$ cat src/rtl/glsu_pkg.sv
package glsu_pkg;
  localparam int unsigned XLEN = 32;

  typedef enum logic [1:0] {
    SZ_BYTE = 2'd0,
    SZ_HALF = 2'd1,
    SZ_WORD = 2'd2,
    SZ_RSVD = 2'd3
  } size_e;

  typedef enum logic [1:0] {
    AM_DISP   = 2'd0,
    AM_INDEX  = 2'd1,
    AM_SCALED = 2'd2,
    AM_RSVD   = 2'd3
  } amode_e;

  // where an accepted operation is sent
  typedef enum logic [1:0] {
    PATH_DONE = 2'd0,  // no access, answer at once
    PATH_MEM  = 2'd1,  // data memory
    PATH_MMIO = 2'd2,  // register port
    PATH_NXR  = 2'd3   // aperture hit that no register can serve
  } path_e;

  typedef struct packed {
    logic            guard;
    logic            illegal;
    logic            store;
    logic            sext;
    logic            big;
    size_e           size;
    logic [XLEN-1:0] ea;
    logic [XLEN-1:0] wdata;
  } op_t;
endpackage

$ cat src/rtl/glsu_agen.sv
module glsu_agen
  import glsu_pkg::*;
#(
  parameter int unsigned MEM_BYTES = 4096,
  parameter logic [31:0] MMIO_BASE = 32'h0020_0000,
  parameter int unsigned AP_LSB    = 21
) (
  input  logic [1:0]      size,
  input  logic [1:0]      mode,
  input  logic            store,
  input  logic [XLEN-1:0] base,
  input  logic [XLEN-1:0] index,
  input  logic [XLEN-1:0] imm,
  output logic [XLEN-1:0] ea,
  output logic            illegal,
  output logic            aligned,
  output logic            in_aperture,
  output logic            in_range
);
  localparam logic [XLEN-1:0] LIMIT = XLEN'(MEM_BYTES);

  logic [XLEN-1:0] offset;

  always_comb begin
    case (amode_e'(mode))
      AM_INDEX:  offset = index;
      AM_SCALED: offset = index << size;
      default:   offset = imm;
    endcase
  end

  assign ea = base + offset;

  always_comb begin
    illegal = 1'b0;
    if (amode_e'(mode) == AM_RSVD) illegal = 1'b1;
    if (size_e'(size) == SZ_RSVD) illegal = 1'b1;
    if (store && (amode_e'(mode) != AM_DISP)) illegal = 1'b1;
    if ((amode_e'(mode) == AM_SCALED) && (size_e'(size) == SZ_BYTE)) illegal = 1'b1;
  end

  always_comb begin
    case (size_e'(size))
      SZ_HALF: aligned = ~ea[0];
      SZ_WORD: aligned = (ea[1:0] == 2'b00);
      default: aligned = 1'b1;
    endcase
  end

  assign in_aperture = (ea[XLEN-1:AP_LSB] == MMIO_BASE[XLEN-1:AP_LSB]);
  assign in_range    = (ea < LIMIT);
endmodule

$ cat src/rtl/glsu_store_lanes.sv
module glsu_store_lanes
  import glsu_pkg::*;
#(
  parameter int unsigned LANES = 4
) (
  input  logic [1:0]         off,
  input  logic [1:0]         size,
  input  logic               big,
  input  logic [XLEN-1:0]    data,
  output logic [LANES-1:0]   be,
  output logic [8*LANES-1:0] lanes
);
  logic [2:0] nbytes;
  assign nbytes = 3'd1 << size;

  for (genvar k = 0; k < LANES; k++) begin : g_lane
    localparam logic [2:0] K = 3'(k);
    logic [2:0] rel;
    logic [2:0] src;
    logic       on;
    // position of this lane inside the access, counted from the lowest address
    assign rel = K - {1'b0, off};
    assign on  = (K >= {1'b0, off}) && (rel < nbytes);
    assign src = big ? (nbytes - 3'd1 - rel) : rel;
    assign be[k] = on;
    assign lanes[8*k +: 8] = on ? data[{src[1:0], 3'b000} +: 8] : 8'h00;
  end
endmodule

$ cat src/rtl/glsu_load_extract.sv
module glsu_load_extract
  import glsu_pkg::*;
#(
  parameter int unsigned LANES = 4
) (
  input  logic [8*LANES-1:0] word,
  input  logic [1:0]         off,
  input  logic [1:0]         size,
  input  logic               big,
  input  logic               sext,
  output logic [XLEN-1:0]    value
);
  logic [2:0]      nbytes;
  logic [XLEN-1:0] raw;
  logic            msb;

  assign nbytes = 3'd1 << size;

  for (genvar j = 0; j < LANES; j++) begin : g_byte
    localparam logic [2:0] J = 3'(j);
    logic [2:0] pos;
    logic [2:0] lane;
    // value byte j comes from this address position of the access
    assign pos  = big ? (nbytes - 3'd1 - J) : J;
    assign lane = {1'b0, off} + pos;
    assign raw[8*j +: 8] = (J < nbytes) ? word[{lane[1:0], 3'b000} +: 8] : 8'h00;
  end

  always_comb begin
    case (size_e'(size))
      SZ_BYTE: msb = raw[7];
      SZ_HALF: msb = raw[15];
      default: msb = raw[31];
    endcase
    value = raw;
    for (int j = 0; j < LANES; j++) begin
      if (3'(j) >= nbytes) value[8*j +: 8] = {8{sext & msb}};
    end
  end
endmodule

$ cat src/rtl/glsu_ctrl.sv
module glsu_ctrl
  import glsu_pkg::*;
#(
  parameter int unsigned TIMEOUT = 16
) (
  input  logic  clk,
  input  logic  rst_n,
  input  logic  req_valid,
  input  path_e path_d,
  input  logic  q_store,
  input  logic  mmio_ready,
  input  logic  resp_ready,
  output logic  req_ready,
  output logic  mem_en,
  output logic  mem_we,
  output logic  mmio_valid,
  output logic  resp_valid,
  output logic  cap_mem,
  output logic  cap_mmio
);
  localparam int unsigned CW = $clog2(TIMEOUT + 1);
  localparam logic [CW-1:0] LAST = CW'(TIMEOUT - 1);

  typedef enum logic [2:0] {
    S_IDLE = 3'd0,
    S_MEM  = 3'd1,
    S_LDW  = 3'd2,
    S_MMIO = 3'd3,
    S_NXR  = 3'd4,
    S_RESP = 3'd5
  } st_e;

  st_e           state_q, state_d;
  logic [CW-1:0] cnt_q, cnt_d;

  always_comb begin
    state_d = state_q;
    cnt_d   = cnt_q;
    case (state_q)
      S_IDLE: begin
        cnt_d = '0;
        if (req_valid) begin
          case (path_d)
            PATH_MEM:  state_d = S_MEM;
            PATH_MMIO: state_d = S_MMIO;
            PATH_NXR:  state_d = S_NXR;
            default:   state_d = S_RESP;
          endcase
        end
      end
      S_MEM:  state_d = q_store ? S_RESP : S_LDW;
      S_LDW:  state_d = S_RESP;
      S_MMIO: begin
        if (mmio_ready || (cnt_q == LAST)) state_d = S_RESP;
        else cnt_d = cnt_q + 1'b1;
      end
      S_NXR: begin
        if (cnt_q == LAST) state_d = S_RESP;
        else cnt_d = cnt_q + 1'b1;
      end
      S_RESP: if (resp_ready) state_d = S_IDLE;
      default: state_d = S_IDLE;
    endcase
  end

  always_ff @(posedge clk) begin
    if (!rst_n) begin
      state_q <= S_IDLE;
      cnt_q   <= '0;
    end else begin
      state_q <= state_d;
      cnt_q   <= cnt_d;
    end
  end

  assign req_ready  = (state_q == S_IDLE);
  assign mem_en     = (state_q == S_MEM);
  assign mem_we     = mem_en & q_store;
  assign mmio_valid = (state_q == S_MMIO);
  assign resp_valid = (state_q == S_RESP);
  assign cap_mem    = (state_q == S_LDW);
  assign cap_mmio   = mmio_valid & mmio_ready & ~q_store;

  // a register-port wait never outlasts the timeout window
  a_r9_wait_bounded: assert property (@(posedge clk) disable iff (!rst_n)
    ((state_q == S_MMIO) || (state_q == S_NXR)) |-> (cnt_q <= LAST));

  // an unanswered access at the end of the window closes
  a_r9_timeout_exit: assert property (@(posedge clk) disable iff (!rst_n)
    ((state_q == S_MMIO) && (cnt_q == LAST) && !mmio_ready) |=> (state_q == S_RESP));
endmodule

$ cat src/rtl/glsu_top.sv
module glsu_top
  import glsu_pkg::*;
#(
  parameter int unsigned MEM_BYTES = 4096,
  parameter logic [31:0] MMIO_BASE = 32'h0020_0000,
  parameter int unsigned TIMEOUT   = 16
) (
  input  logic        clk,
  input  logic        rst_n,
  input  logic        req_valid,
  output logic        req_ready,
  input  logic        req_store,
  input  logic [1:0]  req_size,
  input  logic        req_signed,
  input  logic [1:0]  req_mode,
  input  logic [31:0] req_base,
  input  logic [31:0] req_index,
  input  logic [31:0] req_imm,
  input  logic [31:0] req_guard,
  input  logic        big_endian,
  output logic        resp_valid,
  input  logic        resp_ready,
  output logic [31:0] resp_data,
  output logic        resp_wb_en,
  output logic        resp_illegal,
  output logic        mem_en,
  output logic        mem_we,
  output logic [29:0] mem_addr,
  output logic [3:0]  mem_be,
  output logic [31:0] mem_wdata,
  input  logic [31:0] mem_rdata,
  output logic        mmio_valid,
  input  logic        mmio_ready,
  output logic        mmio_we,
  output logic [31:0] mmio_addr,
  output logic [31:0] mmio_wdata,
  input  logic [31:0] mmio_rdata
);
  localparam int unsigned AP_LSB = 21;   // 2 MB aperture
  localparam int unsigned LANES  = XLEN / 8;
  localparam int unsigned OFF_W  = $clog2(LANES);

  logic            fire;
  logic [XLEN-1:0] ea;
  logic            illegal, aligned, in_ap, in_range;
  path_e           path_d;
  op_t             op_q;
  logic            cap_mem, cap_mmio;
  logic [XLEN-1:0] ld_value;
  logic [XLEN-1:0] data_q;

  glsu_agen #(
    .MEM_BYTES (MEM_BYTES),
    .MMIO_BASE (MMIO_BASE),
    .AP_LSB    (AP_LSB)
  ) u_agen (
    .size        (req_size),
    .mode        (req_mode),
    .store       (req_store),
    .base        (req_base),
    .index       (req_index),
    .imm         (req_imm),
    .ea          (ea),
    .illegal     (illegal),
    .aligned     (aligned),
    .in_aperture (in_ap),
    .in_range    (in_range)
  );

  // routing decision, highest priority first
  always_comb begin
    if (!req_guard[0] || illegal)
      path_d = PATH_DONE;
    else if (in_ap)
      path_d = ((size_e'(req_size) == SZ_WORD) && aligned) ? PATH_MMIO : PATH_NXR;
    else if (!in_range || !aligned)
      path_d = PATH_DONE;
    else
      path_d = PATH_MEM;
  end

  assign fire = req_valid & req_ready;

  always_ff @(posedge clk) begin
    if (!rst_n) begin
      op_q <= '0;
    end else if (fire) begin
      op_q.guard   <= req_guard[0];
      op_q.illegal <= illegal;
      op_q.store   <= req_store;
      op_q.sext    <= req_signed;
      op_q.big     <= big_endian;
      op_q.size    <= size_e'(req_size);
      op_q.ea      <= ea;
      op_q.wdata   <= req_index;
    end
  end

  glsu_ctrl #(.TIMEOUT(TIMEOUT)) u_ctrl (
    .clk        (clk),
    .rst_n      (rst_n),
    .req_valid  (req_valid),
    .path_d     (path_d),
    .q_store    (op_q.store),
    .mmio_ready (mmio_ready),
    .resp_ready (resp_ready),
    .req_ready  (req_ready),
    .mem_en     (mem_en),
    .mem_we     (mem_we),
    .mmio_valid (mmio_valid),
    .resp_valid (resp_valid),
    .cap_mem    (cap_mem),
    .cap_mmio   (cap_mmio)
  );

  glsu_store_lanes #(.LANES(LANES)) u_stl (
    .off   (op_q.ea[OFF_W-1:0]),
    .size  (op_q.size),
    .big   (op_q.big),
    .data  (op_q.wdata),
    .be    (mem_be),
    .lanes (mem_wdata)
  );

  glsu_load_extract #(.LANES(LANES)) u_ldx (
    .word  (mem_rdata),
    .off   (op_q.ea[OFF_W-1:0]),
    .size  (op_q.size),
    .big   (op_q.big),
    .sext  (op_q.sext),
    .value (ld_value)
  );

  always_ff @(posedge clk) begin
    if (!rst_n)        data_q <= '0;
    else if (fire)     data_q <= '0;
    else if (cap_mem)  data_q <= ld_value;
    else if (cap_mmio) data_q <= mmio_rdata;
  end

  assign mem_addr     = op_q.ea[XLEN-1:OFF_W];
  assign mmio_addr    = op_q.ea;
  assign mmio_wdata   = op_q.wdata;
  assign mmio_we      = mmio_valid & op_q.store;
  assign resp_data    = data_q;
  assign resp_wb_en   = resp_valid & op_q.guard & ~op_q.illegal & ~op_q.store;
  assign resp_illegal = resp_valid & op_q.guard & op_q.illegal;

  // the two access ports are exclusive
  a_r11_one_port: assert property (@(posedge clk) disable iff (!rst_n)
    !(mem_en && mmio_valid));

  // a new request is only taken with nothing outstanding
  a_r11_ready_idle: assert property (@(posedge clk) disable iff (!rst_n)
    req_ready |-> (!resp_valid && !mem_en && !mmio_valid));

  // response held under back-pressure
  a_r11_resp_hold: assert property (@(posedge clk) disable iff (!rst_n)
    (resp_valid && !resp_ready) |=> (resp_valid && $stable(resp_data)
                                     && $stable(resp_wb_en) && $stable(resp_illegal)));

  // a gated or illegal operation never reaches a port
  a_r1_guard_quiet: assert property (@(posedge clk) disable iff (!rst_n)
    (mem_en || mmio_valid) |-> (op_q.guard && !op_q.illegal));

  // a fault never comes with a writeback
  a_r3_illegal_no_wb: assert property (@(posedge clk) disable iff (!rst_n)
    resp_illegal |-> !resp_wb_en);

  // register port only sees aligned words in the aperture
  a_r8_mmio_word: assert property (@(posedge clk) disable iff (!rst_n)
    mmio_valid |-> ((op_q.size == SZ_WORD) && (mmio_addr[1:0] == 2'b00)
                    && (mmio_addr[XLEN-1:AP_LSB] == MMIO_BASE[XLEN-1:AP_LSB])));

  // lane count matches the access width
  a_r6_lane_count: assert property (@(posedge clk) disable iff (!rst_n)
    mem_en |-> ($countones(mem_be) == (32'd1 << op_q.size)));

  // memory strobes stay inside the valid range
  a_r7_in_range: assert property (@(posedge clk) disable iff (!rst_n)
    mem_en |-> ({mem_addr, 2'b00} < XLEN'(MEM_BYTES)));
endmodule

$ cat config.mk
export PLATFORM = sky130hd
export DESIGN_NAME = glsu_top
export DESIGN_NICKNAME = d
export VERILOG_FILES = /design/src/rtl/glsu_pkg.sv /design/src/rtl/glsu_agen.sv /design/src/rtl/glsu_store_lanes.sv /design/src/rtl/glsu_load_extract.sv /design/src/rtl/glsu_ctrl.sv /design/src/rtl/glsu_top.sv
export SDC_FILE = /design/constraint.sdc
export NUM_CORES = 1
export LEC_CHECK = 0
export ABC_AREA = 1
export BUFFER_PORTS_ARGS = -buffer_cell sky130_fd_sc_hd__buf_2
export CELL_PAD_IN_SITES_DETAIL_PLACEMENT = 1
export CELL_PAD_IN_SITES_GLOBAL_PLACEMENT = 1
export CORE_MARGIN = 1
export CORE_UTILIZATION = 34
export DETAILED_ROUTE_END_ITERATION = 12
export PLACE_DENSITY_LB_ADDON = 0.05
export SLEW_MARGIN = 20
export SYNTH_ARGS = -nofsm -noshare
export SYNTH_HDL_FRONTEND = slang
export SYNTH_SLANG_ARGS = --single-unit
$ cat constraint.sdc
create_clock -name clk -period 5.9 [get_ports clk]
set_input_delay 1.18 -clock clk [delete_from_list [all_inputs] [get_ports clk]]
set_output_delay 1.18 -clock clk [all_outputs]
set_load 0.01 [all_outputs]
# Word-level counts from Yosys, hierarchy flattened
# Cells that the tools add are included.
# word_totals
regBits	111
in_bits	204
out_inout_bits	170
wordCells	157
# classes
addsub	18
n_lt_le_gt_ge	16
n_eq_ne	23
shift	10
muxes	43
bitwise_logic	14
reduce_logical	22
# op_table
op	count
$shiftx 32x6->8	8
$mux 8	12
$mux 32	2
$pmux 32 s2	1
$add 32x32->32	1
$lt 32x13->1 const B	1
$shl 32x2->32	1
$mux 2	10
$pmux 3 s6	1
$mux 3	5
$pmux 5 s3	1
$eq 2x2->1 const B	6
$lt 3x3->1	4
$eq 11x1->1 const B	1
$and 1x1->1	10
$mux 5	2
$pmux 3 s3	1
$add 2x2->2	4
$eq 2x1->1 const B	4
$sub 2x2->2	4
$eq 3x2->1 const B	2
$eq 3x3->1 const B	2
$ge 1x3->1 const A	2
$ge 2x3->1 const A	2
other kinds (27)	59

# Depth between registers and ports, before layout
# Gate-level depths: netlist (run 1).
# logic_depth
ltp_word	14
ltp_mapped	30
mapped_depth_nobuf	29

# By module
# From an unflattened synthesis (run 1), not the netlist that was laid out.
# hier_totals
cells_unflattened	2133
hier_area_um2	12034.0
# modules_own_cells
mod	n_inst	cells_each	area_per_inst_um2
glsu_top	1	660	4795.8
glsu_agen	1	812	3990.1
glsu_store_lanes	1	293	1367.6
glsu_load_extract	1	271	1251.2
glsu_ctrl	1	97	629.4

# Worst setup path after synthesis (run 1)
# Ideal clock, no wire load.
# synth_timing
path_type	input -> register
from	input port req_mode[0]
to	register u_ctrl.state_q[2]
setup_time_ns	0.123
arrival_time_ns	4.451
path_slack_ns	1.326
cell_stages	27
path_cell_list	inv_1 > ha_1 > clkbuf_1 > inv_1 > clkbuf_1 > a21oi_1 > a21oi_1 > ha_1 > inv_1 > fa_1 > o21bai_1 > nand2_1 > nand2_1 > nand3_1 > nand2_1 > nand2_1 > nand2_1 > nand3b_1 > nor2_1 > nand3_1 > nand2_1 > inv_1 > ha_1 > nand2_1 > nand2_1 > nand2_1 > a21oi_1
# synth_between
elab_chain_cells	14
elab_cells_between_ends	32
cone_classes	1 x add/sub; 1 x order compare; 7 x eq/ne; 13 x mux; 1 x bitwise; 9 x reduce/logical
# synth_lines
element	line_no	text
start, declared	glsu_top.sv:15	input logic [1:0] req_mode,
parallel branches: the longest is 9 deep, another holds $add 32x32->32	--	
$mux 2 (*)	glsu_top.sv:72	if (!req_guard[0] || illegal)
$eq 2x2->1 or $eq 2x1->1 (tied branches)	glsu_ctrl.sv:43	case (path_d)
$pmux 3 s3 (*)	glsu_ctrl.sv:43	
$mux 3 (*)	glsu_ctrl.sv:42	if (req_valid) begin
$pmux 3 s6 (*)	glsu_ctrl.sv:39	case (state_q)
end signal, assigned	glsu_ctrl.sv:71	state_q <= state_d;
end, declared	glsu_ctrl.sv:33	st_e state_q, state_d;
# Mark *: on every way between the ends. The select of a mux whose other input is x is not followed.
# A chain may end at the register's enable or synchronous reset.

# Final worst setup path (run 1)
# layout_timing
from	input port req_size[0]
to	register u_ctrl.state_q[2]
# layout_between
elab_chain_cells	14
elab_cells_between_ends	31
cone_classes	1 x add/sub; 1 x order compare; 7 x eq/ne; 1 x shift; 12 x mux; 1 x bitwise; 8 x reduce/logical
# layout_lines
element	line_no	text
start, declared	glsu_top.sv:13	input logic [1:0] req_size,
parallel branches: the longest is 9 deep, another holds $add 32x32->32	--	
$mux 2 (*)	glsu_top.sv:72	
$eq 2x2->1 or $eq 2x1->1 (tied branches)	glsu_ctrl.sv:43	
$pmux 3 s3 (*)	glsu_ctrl.sv:43	
$mux 3 (*)	glsu_ctrl.sv:42	
$pmux 3 s6 (*)	glsu_ctrl.sv:39	
# Marks and branches as above.

==> results.json, run 1 <==
{
  "status": "complete, no violations",
  "achievable_freq_mhz": 201,
  "syn_inst": 2006,
  "critical_path_required_ps": 6170,
  "pwr-share-comb_pct": 59.6,
  "cts_setup_buffers": 0,
  "worstSetupEndpointType": "register",
  "final_critical_path_setup_slack_ps": 930,
  "power_switching_share_pct": 51.1,
  "hold_viol": 0,
  "fin_worst_skew_ps": 13.0,
  "critPathArrivalTime_ps": 5240,
  "die_area_sq_mm": 0.0346,
  "remaining_drc_errors": 0,
  "detailedRoute.firstIterationViolations": 660,
  "worstPathCellList": "buf_2 > inv_1 > nand4_1 > a21oi_1 > ha_1 > inv_1 > fa_1 > o21bai_1 > nand2_1 > nand2_1 > nand3_1 > nand2_1 > nand2_1 > nand2_1 > nand3b_1 > nor2_1 > nand3_1 > nand2_1 > inv_1 > ha_1 > nand2_1 > nand2_1 > nand2_1 > a21oi_1",
  "most_common_cell_type_on_the_critical_path": "sky130_fd_sc_hd__nand2_1",
  "vias_in_the_first_global_route": 13000,
  "ctsHoldBuffers": 0,
  "post_drt_antenna_nets": 0,
  "yosys.cell_types.count": 43,
  "setup_viol": 0,
  "area_growth_pct": 15.1,
  "cts.htree.levels": 3,
  "post_cts.resized_instances": 0,
  "p_int_mw": 2.12,
  "globalplace.congestion": 0.897,
  "die_w_um": 186,
  "critical_path_depth": 24,
  "cp_top_family": "simple AND/OR/NAND/NOR gates",
  "grt_max_degree": 65,
  "boundaryPins": 374,
  "root_buffer": "sky130_fd_sc_hd__clkbuf_16",
  "tritoncts": "built",
  "die_height_um": 186,
  "netlist_area_sq_mm": 0.0115,
  "grt_setup_unrepaired": "no",
  "cts_buffer_depth": 2,
  "dr.pass1.iters": 8,
  "clock_insertion_delay_worst_skew_ps": 380,
  "route.detailed.vias_per_inst": 4.97,
  "timing.final.max_slew_violations": 0,
  "startpoint_type": "primary input",
  "worst_reg2reg_path_depth": 14,
  "cts.sinks": 111,
  "clockPowerShare_pct": 16.5,
  "grt_remaining_overflow": 0,
  "period_needed_ps": 4970,
  "num-nets-final": 2468,
  "worstMarginPinSlew_ps": 1060,
  "timing.slew.headroom_pct": 29.1,
  "floorplan.initialDensity_pct": 34.4,
  "path_class": "in -> reg",
  "fin_tns_setup_ps": 0,
  "min_delay_path_depth": 2,
  "power.sequential.fraction_pct": 24.0,
  "portBuffers": 342,
  "p_per_area_mw_per_mm2": 327,
  "place_ws_ps": 561,
  "core_region_area_sq_mm": 0.0334,
  "post_route_cells_drive_above_1_share_pct": 20.8,
  "drv_cap": 0,
  "type_of_the_worst_min_delay_path": "reg -> reg",
  "routed_wire_length_per_instance_um": 17.7,
  "grt_first_pass_wirelength_mm": 71.1,
  "post-dp-hpwl_mm": 38.9,
  "postSynthNetCount": 2276,
  "irDropWorstVdd_v": 0.000155,
  "period_share_pct": 84.2,
  "timing.critical_path.slowest_cell_delay_ps": 450,
  "leakage_nw": 7.37,
  "grt_antenna_before_repair": 18,
  "power.switching_mw": 2.22,
  "routed_wl_mm": 47.3,
  "global_route.usage.total_pct": 27.1,
  "number_of_rows_in_the_core_area": 67,
  "cts_inserted_buffers": 9,
  "syn_area_per_cell_sq_um": 5.74,
  "crit_path_max_fo": 56,
  "synth.yosys.seq_area_share_pct": 19.3,
  "timing.critical_path.slowest_stage_cell": "sky130_fd_sc_hd__fa_1",
  "detailed_route_via_count": 13200,
  "critical_path_buf_inv_count": 4,
  "number_of_warnings_reported_in_the_yosys_synthesis_log": 0,
  "synth_seq_cells": 111,
  "path_clk_slew_ps": 80
}
cell usage in the layout, fill, tap and decap left out, types with 7 or more instances in the layout:
master,Yosys,layout
sky130_fd_sc_hd__nand2_1,576,576
sky130_fd_sc_hd__buf_2,10,342
sky130_fd_sc_hd__o211ai_1,14,14
sky130_fd_sc_hd__and2_1,7,7
sky130_fd_sc_hd__nand2_4,11,11
sky130_fd_sc_hd__dfxtp_1,111,111
sky130_fd_sc_hd__o21bai_1,8,8
sky130_fd_sc_hd__o21ai_0,190,190
sky130_fd_sc_hd__nand3_1,91,91
sky130_fd_sc_hd__nand4_1,14,14
sky130_fd_sc_hd__nand2_2,12,12
sky130_fd_sc_hd__a22o_1,7,7
sky130_fd_sc_hd__buf_4,98,15
sky130_fd_sc_hd__diode_2,0,13
sky130_fd_sc_hd__or2_2,34,34
sky130_fd_sc_hd__a21oi_2,12,12
sky130_fd_sc_hd__ha_1,65,65
sky130_fd_sc_hd__inv_1,274,274
sky130_fd_sc_hd__xor2_1,10,10
sky130_fd_sc_hd__clkbuf_16,0,9
sky130_fd_sc_hd__nor3_1,13,13
sky130_fd_sc_hd__nor2_1,190,190
sky130_fd_sc_hd__o22ai_1,29,29
sky130_fd_sc_hd__a21oi_1,128,128
layer usage:
metal  vias to the layer above  track usage [%]  wire length [um]
li1                       6655                -                 -
met1                      6190             32.9             21100
met2                       324             47.1             22100
met3                        61             6.01              2850
met4                        12             8.49              1100
met5                         -                0                80
layout make-up:
type,instances,area [sq um]
repair buffers,358,1840
fillers,4725,20200
well taps,448,561
clock inverters,6,105
inverters,280,1050
multi-input cells,1438,7210
clock buffers,9,225
diodes,13,32.5
flip-flops and latches,111,2220
worst paths after layout:
| kind | from | endpoint | slack, ps |
|---|---|---|---|
| max reg2reg | op_q[65]$_SDFFE_PN0P_ | resp_data[17]$_SDFFE_PP0P_ | 2550 |
| max | req_size[0] | u_ctrl.state_q[2]$_SDFFE_PN0P_ | 930 |
| min reg2reg | mmio_addr[22]$_SDFFE_PN0P_ | mmio_addr[22]$_SDFFE_PN0P_ | 480 |
| min | mmio_addr[22]$_SDFFE_PN0P_ | mmio_addr[22]$_SDFFE_PN0P_ | 480 |
worst register-to-register path, cell delays in order, from the launching register on:
cell                      delay [ps]
sky130_fd_sc_hd__dfxtp_1         450
sky130_fd_sc_hd__inv_1           130
sky130_fd_sc_hd__ha_1            280
sky130_fd_sc_hd__nor2_1          180
sky130_fd_sc_hd__inv_1            60
sky130_fd_sc_hd__ha_1            280
sky130_fd_sc_hd__buf_4           440
sky130_fd_sc_hd__o21ai_0         260
sky130_fd_sc_hd__nand2_1         130
sky130_fd_sc_hd__nand3_2         110
sky130_fd_sc_hd__a21oi_4         230
sky130_fd_sc_hd__nand3_4         370
sky130_fd_sc_hd__nand2_1         180
sky130_fd_sc_hd__nand2_1          80
sky130_fd_sc_hd__a21oi_1         120
power by group through the flow:
stage | combinational [mW] | clock (mW) | sequential (mW)
4_1_cts | 2.59 | 0.738 | 1.04
3_5_place_dp | 2.58 | 0 | 1.06
3_3_place_gp | 2.53 | 0 | 1.05
6_report | 2.58 | 0.713 | 1.04
5_1_grt | 2.90 | 0.766 | 1.06
2_1_floorplan | 1.89 | 0 | 1.02
metrics by stage:
step	utilization, %	cells	hold slack (ps)	power [mW]	instance area (sq um)
floorplan	-	2006	443	2.92	11500
global placement	38.5	2635	455	3.58	12900
detailed placement	38.5	2635	463	3.64	12900
CTS	39.5	2650	484	4.37	13200
global route	39.6	2655	511	4.73	13200
finish	39.6	2663	480	4.33	13300
registers in the layout, indices dropped and copies added (netlist names):
signal and flops:
mmio_addr 32, mmio_wdata 32, op_q 7, resp_data 32
u_ctrl.cnt_q 5, u_ctrl.state_q 3
Yosys cell counts (all sizes together):
master / n / share of area, %
or2: 35 / 1.9
nand2: 599 / 21
o211ai: 14 / 0.91
nor2: 193 / 6.4
nor3b: 1 / 0.065
a21oi: 141 / 6.6
o21a: 1 / 0.065
nand3: 95 / 4.4
nor3: 14 / 0.65
xor2: 10 / 0.76
a2111oi: 2 / 0.16
ha: 65 / 7.1
a22o: 7 / 0.53
o21ai: 192 / 8.3
fa: 1 / 0.17
a31oi: 2 / 0.11
clkbuf: 65 / 2.1
xnor2: 3 / 0.23
dfxtp: 111 / 19
o21bai: 8 / 0.52
nand3b: 4 / 0.26
buf: 112 / 7.1
o22ai: 29 / 1.6
nand4: 14 / 0.76
a211oi: 1 / 0.065
and2: 7 / 0.38
clkinv: 1 / 0.033
inv: 279 / 9.1
cells by family (layout without fill, tap and decap cells):
family | Yosys count | after routing | synth area share, %
buffers and inverters | 457 | 653 | 18.3
flip-flops | 111 | 111 | 19.3
AO/OA/AOI/OAI | 397 | 397 | 18.9
XOR/XNOR | 13 | 13 | 0.989
adder cells (fa/ha/maj) | 66 | 66 | 7.24
other | 0 | 13 | 0
AND/OR/NAND/NOR | 962 | 962 | 35.3
(Power assumes the default switching activity.)
==> run 2, diff against run 1 <==
--- a/config.mk
+++ b/config.mk
@@ -10,7 +10,7 @@
 export CELL_PAD_IN_SITES_DETAIL_PLACEMENT = 1
 export CELL_PAD_IN_SITES_GLOBAL_PLACEMENT = 1
 export CORE_MARGIN = 1
-export CORE_UTILIZATION = 34
+export CORE_UTILIZATION = 31
 export DETAILED_ROUTE_END_ITERATION = 12
 export PLACE_DENSITY_LB_ADDON = 0.05
 export SLEW_MARGIN = 20
==> constraint.sdc (replaced) <==
create_clock -name clk -period 4.4 [get_ports clk]
set_input_delay 0.88 -clock clk [delete_from_list [all_inputs] [get_ports clk]]
set_output_delay 0.88 -clock clk [all_outputs]
set_load 0.01 [all_outputs]
==> results.json, run 2 (same netlist as run 1, synthesis figures left out) <==
{
  "die_height_um": 195,
  "grt_antenna_before_repair": 11,
  "layout_commonest_cell": "sky130_fd_sc_hd__nand2_1",
  "worst_reg2reg_path_depth": 15,
  "post_route_cells_drive_above_1_share_pct": 28.2,
  "post_drt_antenna_nets": 0,
  "die_w_um": 195,
  "regArea_sq_mm": 0.00222,
  "type_of_the_worst_min_delay_path": "reg -> reg",
  "drv_cap": 0,
  "remaining_drc_errors": 0,
  "area_growth_pct": 27.4,
  "number_of_rows_in_the_core_area": 70,
  "die_area_sq_mm": 0.0379,
  "final_core_util_pct": 40.1,
  "dr.pass1.iters": 5,
  "critical_path_required_ps": 4680,
  "hold_viol": 0,
  "worst_hold_startpoint": "mmio_addr[23]$_SDFFE_PN0P_",
  "timing.final.max_slew_violations": 0,
  "period_needed_ps": 4150,
  "period_share_pct": 94.4,
  "crit_path_max_fo": 22,
  "worstSetupEndpointType": "register",
  "clock_insertion_delay_worst_skew_ps": 390,
  "grt_first_pass_wirelength_mm": 75.6,
  "startpoint_type": "primary input",
  "setup_viol": 0,
  "globalplace.congestion": 0.893,
  "tritoncts": "built",
  "irDropWorstVdd_v": 0.000202,
  "cts_buffer_depth": 2,
  "root_buffer": "sky130_fd_sc_hd__clkbuf_16",
  "core_region_area_sq_mm": 0.0366,
  "leakage_nw": 8.10,
  "global_route.usage.total_pct": 25.8,
  "r2r_slack_ps": 1090,
  "portBuffers": 342,
  "path_class": "in -> reg",
  "post-dp-hpwl_mm": 41.0,
  "vias_in_the_first_global_route": 13700,
  "cts.htree.levels": 3,
  "worst_hold_path.endpoint": "mmio_addr[23]$_SDFFE_PN0P_",
  "routed_wl_mm": 49.2,
  "fin_worst_skew_ps": 11.4,
  "timing.rr.end": "resp_data[16]$_SDFFE_PP0P_",
  "fill_cells": 5083,
  "routed_wire_length_per_instance_um": 17.4,
  "status": "complete, no violations",
  "floorplan.initialDensity_pct": 31.4,
  "boundaryPins": 374,
  "timing.slew.headroom_pct": 31.3,
  "placed_cells": 2802,
  "worst_r2r_startpoint": "op_q[65]$_SDFFE_PN0P_",
  "grt_remaining_overflow": 0,
  "detailedRoute.firstIterationViolations": 504,
  "worstMarginPinSlew_ps": 1030,
  "final_cell_mix": "sky130_fd_sc_hd__nand2_1 (561), sky130_fd_sc_hd__buf_2 (341), sky130_fd_sc_hd__inv_1 (274)",
  "multiInputGateArea_sq_mm": 0.00740,
  "report.power.total_mw": 6.11,
  "cts.sinks": 111,
  "route.detailed.vias_per_inst": 4.82,
  "grt_max_degree": 65,
  "cts_inserted_buffers": 9,
  "min_delay_path_depth": 2,
  "achievable_freq_mhz": 241,
  "detailed_route_via_count": 13600,
  "finalNonFillerCells": 2829,
  "critPathArrivalTime_ps": 4430,
  "p_per_area_mw_per_mm2": 416,
  "num-nets-final": 2619,
  "path_clk_slew_ps": 90
}
[run 2: worst max-delay path, cell delays in order]
cell and delay (ps):
sky130_fd_sc_hd__buf_2 100, sky130_fd_sc_hd__inv_1 70, sky130_fd_sc_hd__buf_4 130, sky130_fd_sc_hd__ha_1 200, sky130_fd_sc_hd__buf_12 150, sky130_fd_sc_hd__buf_12 150, sky130_fd_sc_hd__a21oi_1 200, sky130_fd_sc_hd__a21oi_2 90
sky130_fd_sc_hd__ha_1 390, sky130_fd_sc_hd__nand2_2 110, sky130_fd_sc_hd__inv_1 100, sky130_fd_sc_hd__nand2_2 90, sky130_fd_sc_hd__nor3_2 220, sky130_fd_sc_hd__buf_4 140, sky130_fd_sc_hd__nand3_1 80, sky130_fd_sc_hd__nand4_1 100
sky130_fd_sc_hd__nand2_1 120, sky130_fd_sc_hd__nand3b_1 200, sky130_fd_sc_hd__nor2_2 130, sky130_fd_sc_hd__nand3_1 90, sky130_fd_sc_hd__nand2_2 110, sky130_fd_sc_hd__inv_1 50, sky130_fd_sc_hd__ha_1 280, sky130_fd_sc_hd__nand2_1 60
sky130_fd_sc_hd__nand2_1 50, sky130_fd_sc_hd__nand2_1 70, sky130_fd_sc_hd__a21oi_1 60
[run 2: repair_timing]
item | 4_1_cts | 5_1_grt
buffers inserted | 0 | 4
endpoints found under the setup margin | 0 | 3
hold buffers | 0 | 0
gates resized for setup | 0 | 64
[run 2: worst max-delay path by stage]
stage	start	end	slack (ps)	cells after the start
floorplan	req_mode[0]	u_ctrl.state_q[2]$_SDFFE_PN0P_	130	27
global placement	req_mode[0]	u_ctrl.state_q[2]$_SDFFE_PN0P_	-230	27
detailed placement	req_mode[1]	u_ctrl.state_q[2]$_SDFFE_PN0P_	-300	28
CTS	req_mode[1]	u_ctrl.state_q[2]$_SDFFE_PN0P_	90	28
global route	req_mode[1]	u_ctrl.state_q[2]$_SDFFE_PN0P_	-20	29
finish	req_mode[1]	u_ctrl.state_q[2]$_SDFFE_PN0P_	250	27
[run 2: cell type report]
type / count / share of cell area, %
Antenna cell: 7 / 0.119
Clock buffer: 9 / 1.54
Clock inverter: 7 / 0.503
Inverter: 280 / 7.19
Multi-Input combinational cell: 1438 / 50.5
Sequential cell: 111 / 15.2
Tap cell: 468 / 3.99
Timing Repair Buffer: 509 / 21.0
[run 2: per-stage QoR]
step / TNS [ps] / hold WS (ps) / instance area [sq um] / setup WS (ps)
after floorplan: 0 / 443 / 11500 / 126
after global placement: -528 / 457 / 14100 / -232
after detailed placement: -754 / 466 / 14100 / -301
after CTS: 0 / 483 / 14400 / 87.1
after global routing: -24.3 / 518 / 14700 / -24.3
final: 0 / 478 / 14700 / 248
[run 2: power by group]
| group | internal [mW] | switching (mW) | total, mW |
|---|---|---|---|
| Combinational | 1.40 | 2.43 | 3.83 |
| Sequential | 1.22 | 0.179 | 1.39 |
| Clock | 0.401 | 0.481 | 0.881 |
| Total | 3.02 | 3.09 | 6.11 |
[run 2: metal layers]
metal,GRT usage [%],wire length [um]
met5,0,58
met3,4.06,2020
met1,31.7,21900
met4,8.76,1220
met2,45.5,24000
==> run 3, diff against run 2 <==
--- a/config.mk
+++ b/config.mk
@@ -7,10 +7,10 @@
 export LEC_CHECK = 0
 export ABC_AREA = 1
 export BUFFER_PORTS_ARGS = -buffer_cell sky130_fd_sc_hd__buf_2
-export CELL_PAD_IN_SITES_DETAIL_PLACEMENT = 1
-export CELL_PAD_IN_SITES_GLOBAL_PLACEMENT = 1
+export CELL_PAD_IN_SITES_DETAIL_PLACEMENT = 0
+export CELL_PAD_IN_SITES_GLOBAL_PLACEMENT = 2
 export CORE_MARGIN = 1
-export CORE_UTILIZATION = 31
+export CORE_UTILIZATION = 23
 export DETAILED_ROUTE_END_ITERATION = 12
 export PLACE_DENSITY_LB_ADDON = 0.05
 export SLEW_MARGIN = 20
==> results.json, run 3 (same netlist as run 1, synthesis figures left out) <==
{
  "cts_buffer_depth": 2,
  "routed_wire_length_per_instance_um": 17.0,
  "path_class": "in -> reg",
  "post_drt_antenna_nets": 0,
  "grt_first_pass_wirelength_mm": 77.1,
  "grt_remaining_overflow": 0,
  "type_of_the_worst_min_delay_path": "reg -> reg",
  "boundaryPins": 374,
  "detailedRoute.firstIterationViolations": 621,
  "report.power.total_mw": 6.24,
  "period_share_pct": 93.5,
  "timing.critical_path.to": "u_ctrl.state_q[2]$_SDFFE_PN0P_",
  "timing.critical_path.slowest_stage_cell": "sky130_fd_sc_hd__ha_1",
  "worstMarginPinSlew_ps": 920,
  "grt_antenna_before_repair": 9,
  "route.detailed.vias_per_inst": 4.39,
  "core_region_area_sq_mm": 0.0492,
  "die_w_um": 226,
  "vias_in_the_first_global_route": 13000,
  "worst_r2r_startpoint": "op_q[65]$_SDFFE_PN0P_",
  "root_buffer": "sky130_fd_sc_hd__clkbuf_16",
  "path_clk_slew_ps": 90,
  "setup_viol": 0,
  "crit_path_max_fo": 18,
  "layout_commonest_cell": "sky130_fd_sc_hd__nand2_1",
  "critPathArrivalTime_ps": 4390,
  "clock_insertion_delay_worst_skew_ps": 400,
  "detailed_route_via_count": 13500,
  "remaining_drc_errors": 0,
  "critical_path_required_ps": 4680,
  "area_growth_pct": 32.8,
  "final_cell_mix": "sky130_fd_sc_hd__nand2_1 (555), sky130_fd_sc_hd__buf_2 (341), sky130_fd_sc_hd__inv_1 (272)",
  "period_needed_ps": 4110,
  "cts.sinks": 111,
  "achievable_freq_mhz": 243,
  "number_of_rows_in_the_core_area": 81,
  "drv_cap": 0,
  "post-dp-hpwl_mm": 43.8,
  "r2r_slack_ps": 1230,
  "tritoncts": "built",
  "globalplace.congestion": 0.843,
  "startpoint_type": "primary input",
  "most_common_cell_type_on_the_critical_path": "sky130_fd_sc_hd__nand2_1",
  "ctsHoldBuffers": 0,
  "timing.final.max_slew_violations": 0,
  "dr.pass1.iters": 5,
  "fin_worst_skew_ps": 9.60,
  "timing.slew.headroom_pct": 38.6,
  "num-nets-final": 2661,
  "floorplan.initialDensity_pct": 23.4,
  "post_route_cells_drive_above_1_share_pct": 30.1,
  "hold_viol": 0,
  "routed_wl_mm": 52.2,
  "worstSetupEndpointType": "register",
  "cts.htree.levels": 3,
  "status": "complete, no violations",
  "leakage_nw": 8.33,
  "die_area_sq_mm": 0.0510,
  "grt_max_degree": 65,
  "fin_tns_setup_ps": 0,
  "final_core_util_pct": 31.1,
  "startpoint": "req_mode[1]",
  "worst_reg2reg_path_depth": 13,
  "timing.rr.end": "resp_data[17]$_SDFFE_PP0P_",
  "timing.critical_path.slowest_cell_delay_ps": 340,
  "global_route.usage.total_pct": 20.3,
  "portBuffers": 342,
  "die_height_um": 226,
  "p_per_area_mw_per_mm2": 408,
  "irDropWorstVdd_v": 0.000189,
  "cts_inserted_buffers": 9
}
## run 3: worst min path at each step
stage	from	endpoint	depth (start not counted)
6_report	mmio_addr[27]$_SDFFE_PN0P_	mmio_addr[27]$_SDFFE_PN0P_	2
5_1_grt	u_ctrl.cnt_q[1]$_SDFFE_PN0P_	u_ctrl.cnt_q[1]$_SDFFE_PN0P_	2
3_5_place_dp	mmio_addr[28]$_SDFFE_PN0P_	mmio_addr[28]$_SDFFE_PN0P_	2
2_1_floorplan	op_q[70]$_SDFFE_PN0P_	op_q[70]$_SDFFE_PN0P_	1
4_1_cts	mmio_addr[28]$_SDFFE_PN0P_	mmio_addr[28]$_SDFFE_PN0P_	2
3_3_place_gp	u_ctrl.cnt_q[4]$_SDFFE_PN0P_	u_ctrl.cnt_q[4]$_SDFFE_PN0P_	2
## run 3: report_power, final
| group | switching [mW] | total (mW) | internal [mW] |
|---|---|---|---|
| clock | 0.503 | 0.914 | 0.411 |
| combinational | 2.46 | 3.93 | 1.47 |
| sequential | 0.179 | 1.39 | 1.22 |
| total | 3.14 | 6.24 | 3.10 |
## run 3: layout make-up
type	count	area [sq um]
clock buffer	9	225
timing repair buffer	551	3390
multi-input combinational	1438	7480
inverter	280	1050
clock inverter	7	81.3
sequential	111	2220
fill	5623	33900
antenna	4	10.0
tap	664	831
## run 3: routing by layer
layer	share of wire [%]	track usage [%]	wire length (um)
met5	0.086	0	45
met4	2.0	5.57	1050
met3	4.2	3.45	2170
met2	48	35.2	25000
met1	46	25.7	23900
## run 3: worst max-delay path, delay by kind of cell
family,cells,cell delay [ps]
simple gates,14,1230
buf+inv,9,1010
fa+ha+maj,3,910
compound gates,3,340
## run 3: timing repair
item                                   CTS  global route
endpoints found under the hold margin    0             0
pin swaps                                0            15
setup endpoints to repair                1             3
gates resized for setup                  1            81
buffers inserted                         0             9
## run 3: metrics by stage
step           hold slack, ps  instance area, sq um  cells  setup slack (ps)
5_1_grt                   523                 15300   3062             -5.69
3_3_place_gp              461                 14600   3035              -391
6_report                  484                 15300   3064               286
4_1_cts                   490                 14900   3051              19.1
3_5_place_dp              467                 14600   3035              -459
2_1_floorplan             443                 11500   2006               126
